## config.mk

```make
export PLATFORM = sky130hd
export DESIGN_NAME = regwin_ctl
export DESIGN_NICKNAME = d
export VERILOG_FILES = /design/src/rtl/regwin_pkg.sv /design/src/rtl/regwin_ring.sv /design/src/rtl/regwin_sat.sv /design/src/rtl/regwin_pick.sv /design/src/rtl/regwin_ctl.sv
export SDC_FILE = /design/constraint.sdc
export NUM_CORES = 1
export LEC_CHECK = 0
export ABC_AREA = 1
export BUFFER_PORTS_ARGS = -buffer_cell sky130_fd_sc_hd__clkbuf_2
export CAP_MARGIN = 25
export CORE_MARGIN = 2
export CORE_UTILIZATION = 30
export DETAILED_ROUTE_END_ITERATION = 7
export GPL_ROUTABILITY_DRIVEN = 0
export PLACE_DENSITY = 0.55
export SYNTH_ARGS = -nofsm -noshare
export SYNTH_HDL_FRONTEND = slang
export SYNTH_HIERARCHICAL = 1
export SYNTH_SLANG_ARGS = --single-unit
```

## constraint.sdc

```tcl
create_clock -name clk -period 1.7 [get_ports clk]
set_input_delay 0.085 -clock clk [delete_from_list [all_inputs] [get_ports clk]]
set_output_delay 0.085 -clock clk [all_outputs]
set_load 0.02 [all_outputs]
```

## src/rtl/regwin_pkg.sv

```systemverilog
package regwin_pkg;

    localparam int VSEL_W = 3;
    localparam int CFG_W  = 2 * VSEL_W;

    typedef enum logic [1:0] {
        OP_ENTER  = 2'd0,
        OP_LEAVE  = 2'd1,
        OP_RETURN = 2'd2,
        OP_FLUSH  = 2'd3
    } win_op_e;

    typedef enum logic [2:0] {
        TK_NONE      = 3'd0,
        TK_SPILL_LOC = 3'd1,
        TK_SPILL_FGN = 3'd2,
        TK_FILL_LOC  = 3'd3,
        TK_FILL_FGN  = 3'd4,
        TK_CLEAN     = 3'd5,
        TK_ALIGN     = 3'd6
    } trap_kind_e;

    typedef enum logic [2:0] {
        SEL_CUR    = 3'd0,
        SEL_SAVE   = 3'd1,
        SEL_REST   = 3'd2,
        SEL_CLEAN  = 3'd3,
        SEL_FGN    = 3'd4,
        SEL_CFG    = 3'd5
    } wr_sel_e;

endpackage

```

## src/rtl/regwin_ring.sv

```systemverilog
// Modular pointer arithmetic on the window ring.
module regwin_ring #(
    parameter int NWIN = 8,
    localparam int CNT_W = $clog2(NWIN)
) (
    input  logic [CNT_W-1:0] cur,
    output logic [CNT_W-1:0] fwd1,
    output logic [CNT_W-1:0] fwd2,
    output logic [CNT_W-1:0] back1
);
    localparam logic [CNT_W:0] N_X = (CNT_W+1)'(NWIN);

    logic [CNT_W:0] sum1;
    logic [CNT_W:0] sum2;

    always_comb begin
        sum1  = {1'b0, cur} + (CNT_W+1)'(1);
        sum2  = {1'b0, cur} + (CNT_W+1)'(2);
        fwd1  = (sum1 >= N_X) ? CNT_W'(sum1 - N_X) : CNT_W'(sum1);
        fwd2  = (sum2 >= N_X) ? CNT_W'(sum2 - N_X) : CNT_W'(sum2);
        back1 = (cur == '0) ? CNT_W'(NWIN - 1) : cur - CNT_W'(1);
    end
endmodule

```

## src/rtl/regwin_sat.sv

```systemverilog
// Saturating step of a window count bounded to 0..NWIN-1.
module regwin_sat #(
    parameter int NWIN = 8,
    localparam int CNT_W = $clog2(NWIN)
) (
    input  logic [CNT_W-1:0] val,
    output logic [CNT_W-1:0] inc,
    output logic [CNT_W-1:0] dec
);
    localparam logic [CNT_W-1:0] TOP = CNT_W'(NWIN - 1);

    always_comb begin
        inc = (val >= TOP) ? TOP : val + CNT_W'(1);
        dec = (val == '0) ? '0 : val - CNT_W'(1);
    end
endmodule

```

## src/rtl/regwin_pick.sv

```systemverilog
// Trap decision for one request; exactly one kind is produced.
module regwin_pick
    import regwin_pkg::*;
#(
    parameter int NWIN = 8,
    localparam int CNT_W = $clog2(NWIN)
) (
    input  win_op_e          op,
    input  logic [1:0]       addr_lo,
    input  logic [CNT_W-1:0] save_avail,
    input  logic [CNT_W-1:0] rest_avail,
    input  logic [CNT_W-1:0] clean_avail,
    input  logic [CNT_W-1:0] foreign_cnt,
    output trap_kind_e       kind
);
    localparam logic [CNT_W-1:0] FULL_SAVE = CNT_W'(NWIN - 2);

    logic fgn;

    always_comb begin
        fgn  = (foreign_cnt != '0);
        kind = TK_NONE;
        case (op)
            OP_ENTER: begin
                if (save_avail == '0)
                    kind = fgn ? TK_SPILL_FGN : TK_SPILL_LOC;
                else if (clean_avail == rest_avail)
                    kind = TK_CLEAN;
            end
            OP_LEAVE: begin
                if (rest_avail == '0)
                    kind = fgn ? TK_FILL_FGN : TK_FILL_LOC;
            end
            OP_RETURN: begin
                if (addr_lo != 2'b00)
                    kind = TK_ALIGN;
                else if (rest_avail == '0)
                    kind = fgn ? TK_FILL_FGN : TK_FILL_LOC;
            end
            default: begin
                if (save_avail == FULL_SAVE)
                    kind = fgn ? TK_SPILL_FGN : TK_SPILL_LOC;
            end
        endcase
    end
endmodule

```

## src/rtl/regwin_ctl.sv

```systemverilog
module regwin_ctl
    import regwin_pkg::*;
#(
    parameter int NWIN = 8,
    localparam int CNT_W = $clog2(NWIN)
) (
    input  logic               clk,
    input  logic               rst_n,
    input  logic               req_valid,
    input  logic [1:0]         req_op,
    input  logic [1:0]         ret_addr_lo,
    input  logic               wr_en,
    input  logic [2:0]         wr_sel,
    input  logic [CFG_W-1:0]   wr_data,
    output logic [CNT_W-1:0]   cur_win,
    output logic [CNT_W-1:0]   save_avail,
    output logic [CNT_W-1:0]   rest_avail,
    output logic [CNT_W-1:0]   clean_avail,
    output logic [CNT_W-1:0]   foreign_cnt,
    output logic [CFG_W-1:0]   vec_cfg,
    output logic               trap_valid,
    output logic [2:0]         trap_kind,
    output logic [VSEL_W-1:0]  trap_vec
);
    localparam logic [CNT_W-1:0] CNT_TOP  = CNT_W'(NWIN - 1);
    localparam logic [CFG_W-1:0] WIDE_TOP = CFG_W'(NWIN - 1);

    typedef struct packed {
        logic [CNT_W-1:0]  cur;
        logic [CNT_W-1:0]  save;
        logic [CNT_W-1:0]  rest;
        logic [CNT_W-1:0]  clean;
        logic [CNT_W-1:0]  fgn;
        logic [CFG_W-1:0]  cfg;
        logic              tv;
        trap_kind_e        tk;
        logic [VSEL_W-1:0] tvec;
    } win_state_t;

    win_state_t st_d, st_q;

    win_op_e    op_w;
    trap_kind_e kind_w;
    logic [CNT_W-1:0] cur_f1, cur_f2, cur_b1;
    logic [CNT_W-1:0] sat_in  [2];
    logic [CNT_W-1:0] sat_inc [2];
    logic [CNT_W-1:0] sat_dec [2];

    assign op_w = win_op_e'(req_op);

    regwin_ring #(.NWIN(NWIN)) u_ring (
        .cur   (st_q.cur),
        .fwd1  (cur_f1),
        .fwd2  (cur_f2),
        .back1 (cur_b1)
    );

    assign sat_in[0] = st_q.save;
    assign sat_in[1] = st_q.rest;

    for (genvar g = 0; g < 2; g++) begin : g_sat
        regwin_sat #(.NWIN(NWIN)) u_sat (
            .val (sat_in[g]),
            .inc (sat_inc[g]),
            .dec (sat_dec[g])
        );
    end

    regwin_pick #(.NWIN(NWIN)) u_pick (
        .op          (op_w),
        .addr_lo     (ret_addr_lo),
        .save_avail  (st_q.save),
        .rest_avail  (st_q.rest),
        .clean_avail (st_q.clean),
        .foreign_cnt (st_q.fgn),
        .kind        (kind_w)
    );

    function automatic logic [CNT_W-1:0] clamp_cnt(input logic [CFG_W-1:0] v);
        if (v > WIDE_TOP)
            return CNT_TOP;
        return v[CNT_W-1:0];
    endfunction

    always_comb begin
        st_d      = st_q;
        st_d.tv   = 1'b0;
        st_d.tk   = TK_NONE;
        st_d.tvec = '0;

        if (req_valid) begin
            st_d.tk = kind_w;
            st_d.tv = (kind_w != TK_NONE);
            case (kind_w)
                TK_SPILL_FGN, TK_FILL_FGN: st_d.tvec = st_q.cfg[CFG_W-1:VSEL_W];
                TK_SPILL_LOC, TK_FILL_LOC: st_d.tvec = st_q.cfg[VSEL_W-1:0];
                default:                   st_d.tvec = '0;
            endcase

            case (op_w)
                OP_ENTER: begin
                    if (kind_w == TK_SPILL_FGN || kind_w == TK_SPILL_LOC) begin
                        st_d.cur = cur_f2;
                    end else if (kind_w == TK_CLEAN) begin
                        st_d.cur = cur_f1;
                    end else begin
                        st_d.cur  = cur_f1;
                        st_d.save = sat_dec[0];
                        st_d.rest = sat_inc[1];
                    end
                end
                OP_LEAVE, OP_RETURN: begin
                    if (kind_w != TK_ALIGN) begin
                        st_d.cur = cur_b1;
                        if (kind_w == TK_NONE) begin
                            st_d.save = sat_inc[0];
                            st_d.rest = sat_dec[1];
                        end
                    end
                end
                default: begin
                end
            endcase
        end else if (wr_en) begin
            case (wr_sel)
                SEL_CUR:   st_d.cur   = clamp_cnt(wr_data);
                SEL_SAVE:  st_d.save  = clamp_cnt(wr_data);
                SEL_REST:  st_d.rest  = clamp_cnt(wr_data);
                SEL_CLEAN: st_d.clean = clamp_cnt(wr_data);
                SEL_FGN:   st_d.fgn   = clamp_cnt(wr_data);
                SEL_CFG:   st_d.cfg   = wr_data;
                default: begin
                end
            endcase
        end
    end

    always_ff @(posedge clk) begin
        if (!rst_n) begin
            st_q.cur   <= '0;
            st_q.save  <= CNT_W'(NWIN - 2);
            st_q.rest  <= '0;
            st_q.clean <= CNT_TOP;
            st_q.fgn   <= '0;
            st_q.cfg   <= '0;
            st_q.tv    <= 1'b0;
            st_q.tk    <= TK_NONE;
            st_q.tvec  <= '0;
        end else begin
            st_q <= st_d;
        end
    end

    assign cur_win     = st_q.cur;
    assign save_avail  = st_q.save;
    assign rest_avail  = st_q.rest;
    assign clean_avail = st_q.clean;
    assign foreign_cnt = st_q.fgn;
    assign vec_cfg     = st_q.cfg;
    assign trap_valid  = st_q.tv;
    assign trap_kind   = st_q.tk;
    assign trap_vec    = st_q.tvec;

endmodule

```

==> results of run 1 <==
layout make-up:
type	count	area [sq um]
well taps	99	123.9
clock buffers	4	66.31
flip-flops and latches	28	585.6
multi-input cells	258	1471
repair buffers	80	498.0
fillers	794	4240
inverters	59	229.0
layer usage:
metal  share of wire (%)  up-vias  track usage [%]
li1                    -     1262                -
met1                  50     1078            19.71
met2                  46       38            24.75
met3                 3.3        2            1.928
met4                0.58        0            4.231
met5                   0        -                0
sequential cells by signal (all words and copies together) (netlist names):
| name | flops |
|---|---|
| trap_kind | 3 |
| save_avail | 3 |
| rest_avail | 3 |
| cur_win | 3 |
| foreign_cnt | 3 |
| clean_avail | 3 |
| trap_vec | 3 |
| vec_cfg | 6 |
| trap_valid | 1 |
through the flow:
stage	instance area, sq um	TNS, ps	util (%)	setup WS (ps)
floorplan	2245	0	-	0.1797
global placement	2756	-1366	38.21	-167.0
detailed placement	2756	-1079	38.21	-148.8
CTS	2872	-502.1	39.80	-93.65
global route	2974	-2406	41.22	-259.5
finish	2974	-1032	41.22	-151.5
kinds of logic (layout without fill, tap and decap cells):
| logic type | after synthesis | count (layout) | share of synthesized area, % |
|---|---|---|---|
| fa+ha+maj | 12 | 12 | 6.772 |
| flops | 28 | 28 | 25.28 |
| compound gates | 47 | 47 | 12.58 |
| buf+inv | 67 | 143 | 13.26 |
| simple gates | 199 | 199 | 42.10 |
where the power goes:
part / switching, mW / internal, mW / total (mW)
combinational: 0.533 / 0.363 / 0.896
sequential: 0.0354 / 0.695 / 0.730
clock: 0.231 / 0.257 / 0.487
total: 0.799 / 1.31 / 2.11
worst max-delay path by stage:
stage	start	to	slack, ps	cells past startpoint
after floorplan	rest_avail[1]	save_avail[1]	0.2	15
after global placement	clean_avail[0]	save_avail[0]	-170	14
after detailed placement	clean_avail[0]	save_avail[0]	-150	14
after CTS	rest_avail[0]	save_avail[1]	-90	14
after global routing	foreign_cnt[0]	save_avail[1]	-260	13
final	clean_avail[1]	save_avail[0]	-150	15
worst min-delay path, delay by kind of cell:
family | cells | cell delay (ps)
buffers and inverters | 2 | 140
AOI/OAI and AO/OA | 1 | 40
cell usage after synthesis:
| cell | number | share of area (%) |
|---|---|---|
| ha_1 | 12 | 6.8 |
| o21ai_0 | 7 | 1.6 |
| inv_6 | 1 | 0.40 |
| nand2_2 | 8 | 2.3 |
| buf_6 | 4 | 2.0 |
| nand3_1 | 32 | 7.2 |
| nand3b_1 | 1 | 0.34 |
| nand4_1 | 4 | 1.1 |
| o21ai_1 | 10 | 2.3 |
| nor2_1 | 47 | 8.0 |
| o21ai_2 | 4 | 1.6 |
| nand3_2 | 2 | 0.90 |
| dfxtp_1 | 28 | 25 |
| a31oi_1 | 3 | 0.85 |
| inv_2 | 14 | 2.4 |
| nand2_1 | 86 | 15 |
| inv_4 | 1 | 0.28 |
| inv_1 | 43 | 7.3 |
| nor2_4 | 4 | 2.0 |
| clkbuf_1 | 2 | 0.34 |
| nor2_2 | 9 | 2.5 |
| buf_4 | 1 | 0.34 |
| a21boi_2 | 1 | 0.51 |
| nand2_4 | 4 | 2.0 |
| buf_2 | 1 | 0.23 |
| a21oi_2 | 5 | 2.0 |
| nand4_2 | 2 | 1.1 |
| a21oi_1 | 17 | 3.8 |
timing repair:
action	4_1_cts	5_1_grt
setup buffers	2	4
pin swaps	10	14
endpoints found under the setup margin	12	12
gates resized for setup	8	22
==> reports/metrics.cfg, run 1 <==
[layout]
layout_common_cells = nand2_1, clkbuf_2, nor2_1
layout-drive-gt1-share_pct = 39.39
final_common_cell = nand2_1
finalNonFillerCells = 528
area_growth_syn_to_layout_pct = 34.14
num_antenna_cells = 0
num-nets-final = 459

[critical_path]
crit_path_start_kind = flop
cp.required_ps = 1890
worstPathBufferInverterCount = 2
critical_setup_path_class = reg2reg
critical-path-max-stage-delay_ps = 370
critPathArrivalTime_ps = 2040
r2r_cells = 15
worst_setup_path_end_kind = flop
crit_fanout = 4
crit_chain = inv_1 > nand2_1 > nand2_1 > nor2_1 > nand3_2 > nand4_1 > inv_2 > nor2_4 > nand3_2 > nand2_2 > nand2_2 > nand2_4 > nor2_4 > nor2_2 > nor2_1
regToRegStartpoint = clean_avail[1]
setup.reg_to_reg.worst_slack_ps = -150
critical-path-top-delay-family = simple AND/OR/NAND/NOR gates
worstReg2RegEnd = save_avail[0]
slowest_cell_on_crit_path = dfxtp_2

[routing]
final_antenna_net_count = 0
avgViaCountPerCell = 4.508
dr.pass1.iters = 4
routed-via-count = 2380
drc = 0
wire_per_inst_microns = 11.14
drc_marker_count_from_the_first_detailed_route_iteration = 103
routed_wl_microns = 5881

[power]
power_density_nw_per_um2 = 710.6
p_leak_nw = 1.557
vdd.ir_drop.worst_uv = 345.5
total_power_consumption_mw = 2.113

[global_route]
antenna_found_initial = 0
grt_first_pass_wirelength_microns = 9880
grt_pass1_vias = 2146
grt_remaining_overflow = 0
total_grt_usage_pct = 14.69
maximum_number_of_pins_on_one_net_before_global_route_repair = 23

[timing]
final_hold_violating_endpoints = 0
final.period_utilization_pct = 108.9
hold-worst-slack_ps = 22.82
final.setup_skew_ps = 8.556
slew_viol_final = 0
finalSetupViolations = 11
fmaxAchievable_mhz = 540.1
final.setup.worst_slack_ps = -151.5
post-route-min-period_ps = 1852
worst_pin_slew_ps = 530.6
slew-limit-headroom_pct = 64.63
grt_setup_unrepaired = yes

[clock_network]
tritoncts_num_sinks = 28
cts-htree-levels = 1
clock_tree.buffer_depth = 2
cts_hold_buffers = 0
cts_tree = yes
root_buffer = clkbuf_8
cts_made_buffers = 3
clk_pin_slew_ps = 110
clock_network_latency_to_the_later_pin_of_the_worst_skew_pair_ps = 280

[synth]
postSynthCellCount = 353
synth_area_sq_um = 2217
synth.distinct_cells = 28
synth_fp_nets = 382
ys.warnings.count = 6
postSynthRegisterBits = 28
synth-seq-area-share_pct = 25.28
post_synth.cell_area_avg_sq_um = 6.281

[run]
cap_violations = 0

[floorplanning]
die_h_microns = 89.97
die-area_sq_um = 8094
core-area_sq_um = 7214
die_width_microns = 89.97
initial_utilization_pct = 30.73
num_rows = 31
floorplan.io_pins = 45

[placement]
io_buffer_count = 44
place_hpwl_microns = 4613
dp_cells = 519

[hold_path]
min_path_type = in2reg
min_delay_path_depth = 3
hp-start = wr_data[4]
hold_path_end = vec_cfg[4]

[status]
run_status = complete, but fails checks
violations = setup timing

Power figures use the tool's default switching activity.
==> run 2: changes to the inputs <==
--- a/config.mk
+++ b/config.mk
@@ -9,10 +9,10 @@
 export BUFFER_PORTS_ARGS = -buffer_cell sky130_fd_sc_hd__clkbuf_2
 export CAP_MARGIN = 25
 export CORE_MARGIN = 2
-export CORE_UTILIZATION = 30
+export CORE_UTILIZATION = 45
 export DETAILED_ROUTE_END_ITERATION = 7
 export GPL_ROUTABILITY_DRIVEN = 0
-export PLACE_DENSITY = 0.55
+export PLACE_DENSITY = 0.74
 export SYNTH_ARGS = -nofsm -noshare
 export SYNTH_HDL_FRONTEND = slang
 export SYNTH_HIERARCHICAL = 1
==> reports/metrics.cfg, run 2 (synthesis results as in run 1) <==
[placement]
place_hpwl_microns = 4315
io_buffer_count = 44
dp_cells = 482

[clock_network]
cts-htree-levels = 1
tritoncts_num_sinks = 28
cts_tree = yes
root_buffer = clkbuf_8
cts_made_buffers = 3
clk_pin_slew_ps = 110
clock_network_latency_to_the_later_pin_of_the_worst_skew_pair_ps = 280
cts_hold_buffers = 0
clock_tree.buffer_depth = 2

[layout]
layout-drive-gt1-share_pct = 43.56
layout_common_cells = nand2_1, nor2_1, clkbuf_2
finalNonFillerCells = 494
final_common_cell = nand2_1
num_antenna_cells = 0
largest_register_ff_count = 6
fillerInstances = 410
num-nets-final = 457
area_growth_syn_to_layout_pct = 35.67

[timing]
fmaxAchievable_mhz = 521.8
slew-limit-headroom_pct = 66.57
grt_setup_unrepaired = yes
final.setup_skew_ps = 9.372
worst_pin_slew_ps = 501.5
post-route-min-period_ps = 1917
final.setup.worst_slack_ps = -216.5
slew_viol_final = 0
final.setup.tns_ps = -1909
finalSetupViolations = 12
final_hold_violating_endpoints = 0
final.period_utilization_pct = 112.7

[critical_path]
slowest_cell_on_crit_path = dfxtp_2
crit_chain = nor2_2 > nand3_2 > nand2_1 > nand2_1 > a21oi_2 > buf_6 > inv_2 > nand2_1 > nand2_4 > nand3_4 > nor2_4 > nor2_4 > nand3_2 > nand2_1 > nor2_1
critical_setup_path_class = reg2reg
critical-path-max-stage-delay_ps = 350
worstPathBufferInverterCount = 2
setup.reg_to_reg.worst_slack_ps = -220
cp.required_ps = 1890
crit_fanout = 5
crit_path_start_kind = flop
worst_path_most_repeated_cell = nand2_1
worst_setup_path_end_kind = flop
critical-path-top-delay-family = simple AND/OR/NAND/NOR gates
critPathArrivalTime_ps = 2100

[floorplanning]
core-area_sq_um = 4723
initial_utilization_pct = 46.94
die-area_sq_um = 5504
num_rows = 25
die_width_microns = 74.19
floorplan.io_pins = 45
die_h_microns = 74.19

[routing]
routed_wl_microns = 5944
avgViaCountPerCell = 4.933
drc = 0
final_antenna_net_count = 0
wire_per_inst_microns = 12.03
routed-via-count = 2437
dr.pass1.iters = 4
drc_marker_count_from_the_first_detailed_route_iteration = 149

[status]
run_status = complete, but fails checks
violations = setup timing

[run]
cap_violations = 0

[power]
power_density_nw_per_um2 = 717.5
vdd.ir_drop.worst_uv = 426.0
p_leak_nw = 1.540

[global_route]
grt_pass1_vias = 2132
grt_remaining_overflow = 0
grt_first_pass_wirelength_microns = 9197
maximum_number_of_pins_on_one_net_before_global_route_repair = 23
antenna_found_initial = 0
total_grt_usage_pct = 20.83

[hold_path]
min_path_type = in2reg

-- run 2: worst register-to-register path, cell delays in order, from the launching register on --
cell and delay, ps:
dfxtp_2 350, nor2_2 140, nand3_2 90, nand2_1 110
nand2_1 70, a21oi_2 150, buf_6 140, inv_2 50
nand2_1 90, nand2_4 100, nand3_4 80, nor2_4 50
nor2_4 180, nand3_2 100, nand2_1 70, nor2_1 40
-- run 2: path summary, 6_finish.rpt --
kind	start	cells after the start	end
worst max-delay path	save_avail[1]	15	rest_avail[0]
worst min-delay path	wr_data[4]	3	vec_cfg[4]
worst max register to register	save_avail[1]	15	rest_avail[0]
worst min register to register	vec_cfg[5]	2	trap_vec[2]
-- run 2: stage by stage --
step | total power [mW] | utilization, % | worst slack [ps] | hold WS [ps] | area (sq um)
floorplan | 1.296 | - | 0.1797 | 211.4 | 2245
global placement | 1.520 | 56.72 | -130.6 | 313.8 | 2679
detailed placement | 1.535 | 56.72 | -150.5 | 320.0 | 2679
CTS | 2.066 | 60.34 | -115.2 | 23.68 | 2850
finish | 2.158 | 63.68 | -216.5 | 28.81 | 3008
global route | 2.288 | 63.68 | -323.6 | 34.90 | 3008
-- run 2: area by class of cell --
class | count | area (sq um) | area share [%]
clock buffers | 4 | 66.31 | 2.205
inverters | 59 | 231.5 | 7.696
multi-input cells | 258 | 1556 | 51.75
flip-flops and latches | 28 | 590.6 | 19.63
well taps | 67 | 83.83 | 2.787
repair buffers | 78 | 479.2 | 15.93
-- run 2: what timing repair did --
action	4_1_cts	5_1_grt
endpoints found under the setup margin	12	12
gates resized for setup	18	35
setup buffers	4	4
pin swaps	11	20
-- run 2: where the power goes --
part	leakage, nW	switching (mW)	total, mW	internal [mW]
clock network	0.0339	0.223	0.479	0.256
logic	1.27	0.580	0.954	0.374
registers	0.231	0.0330	0.725	0.692
-- run 2: layer usage --
layer	part of all wire [%]	wire, microns	GRT usage, %	vias up
met3	4.3	253	2.846	8
met5	0	0	0	-
met1	44	2600	25.97	1119
li1	-	-	-	1253
met4	1.5	87	5.455	0
met2	51	3002	37.60	57
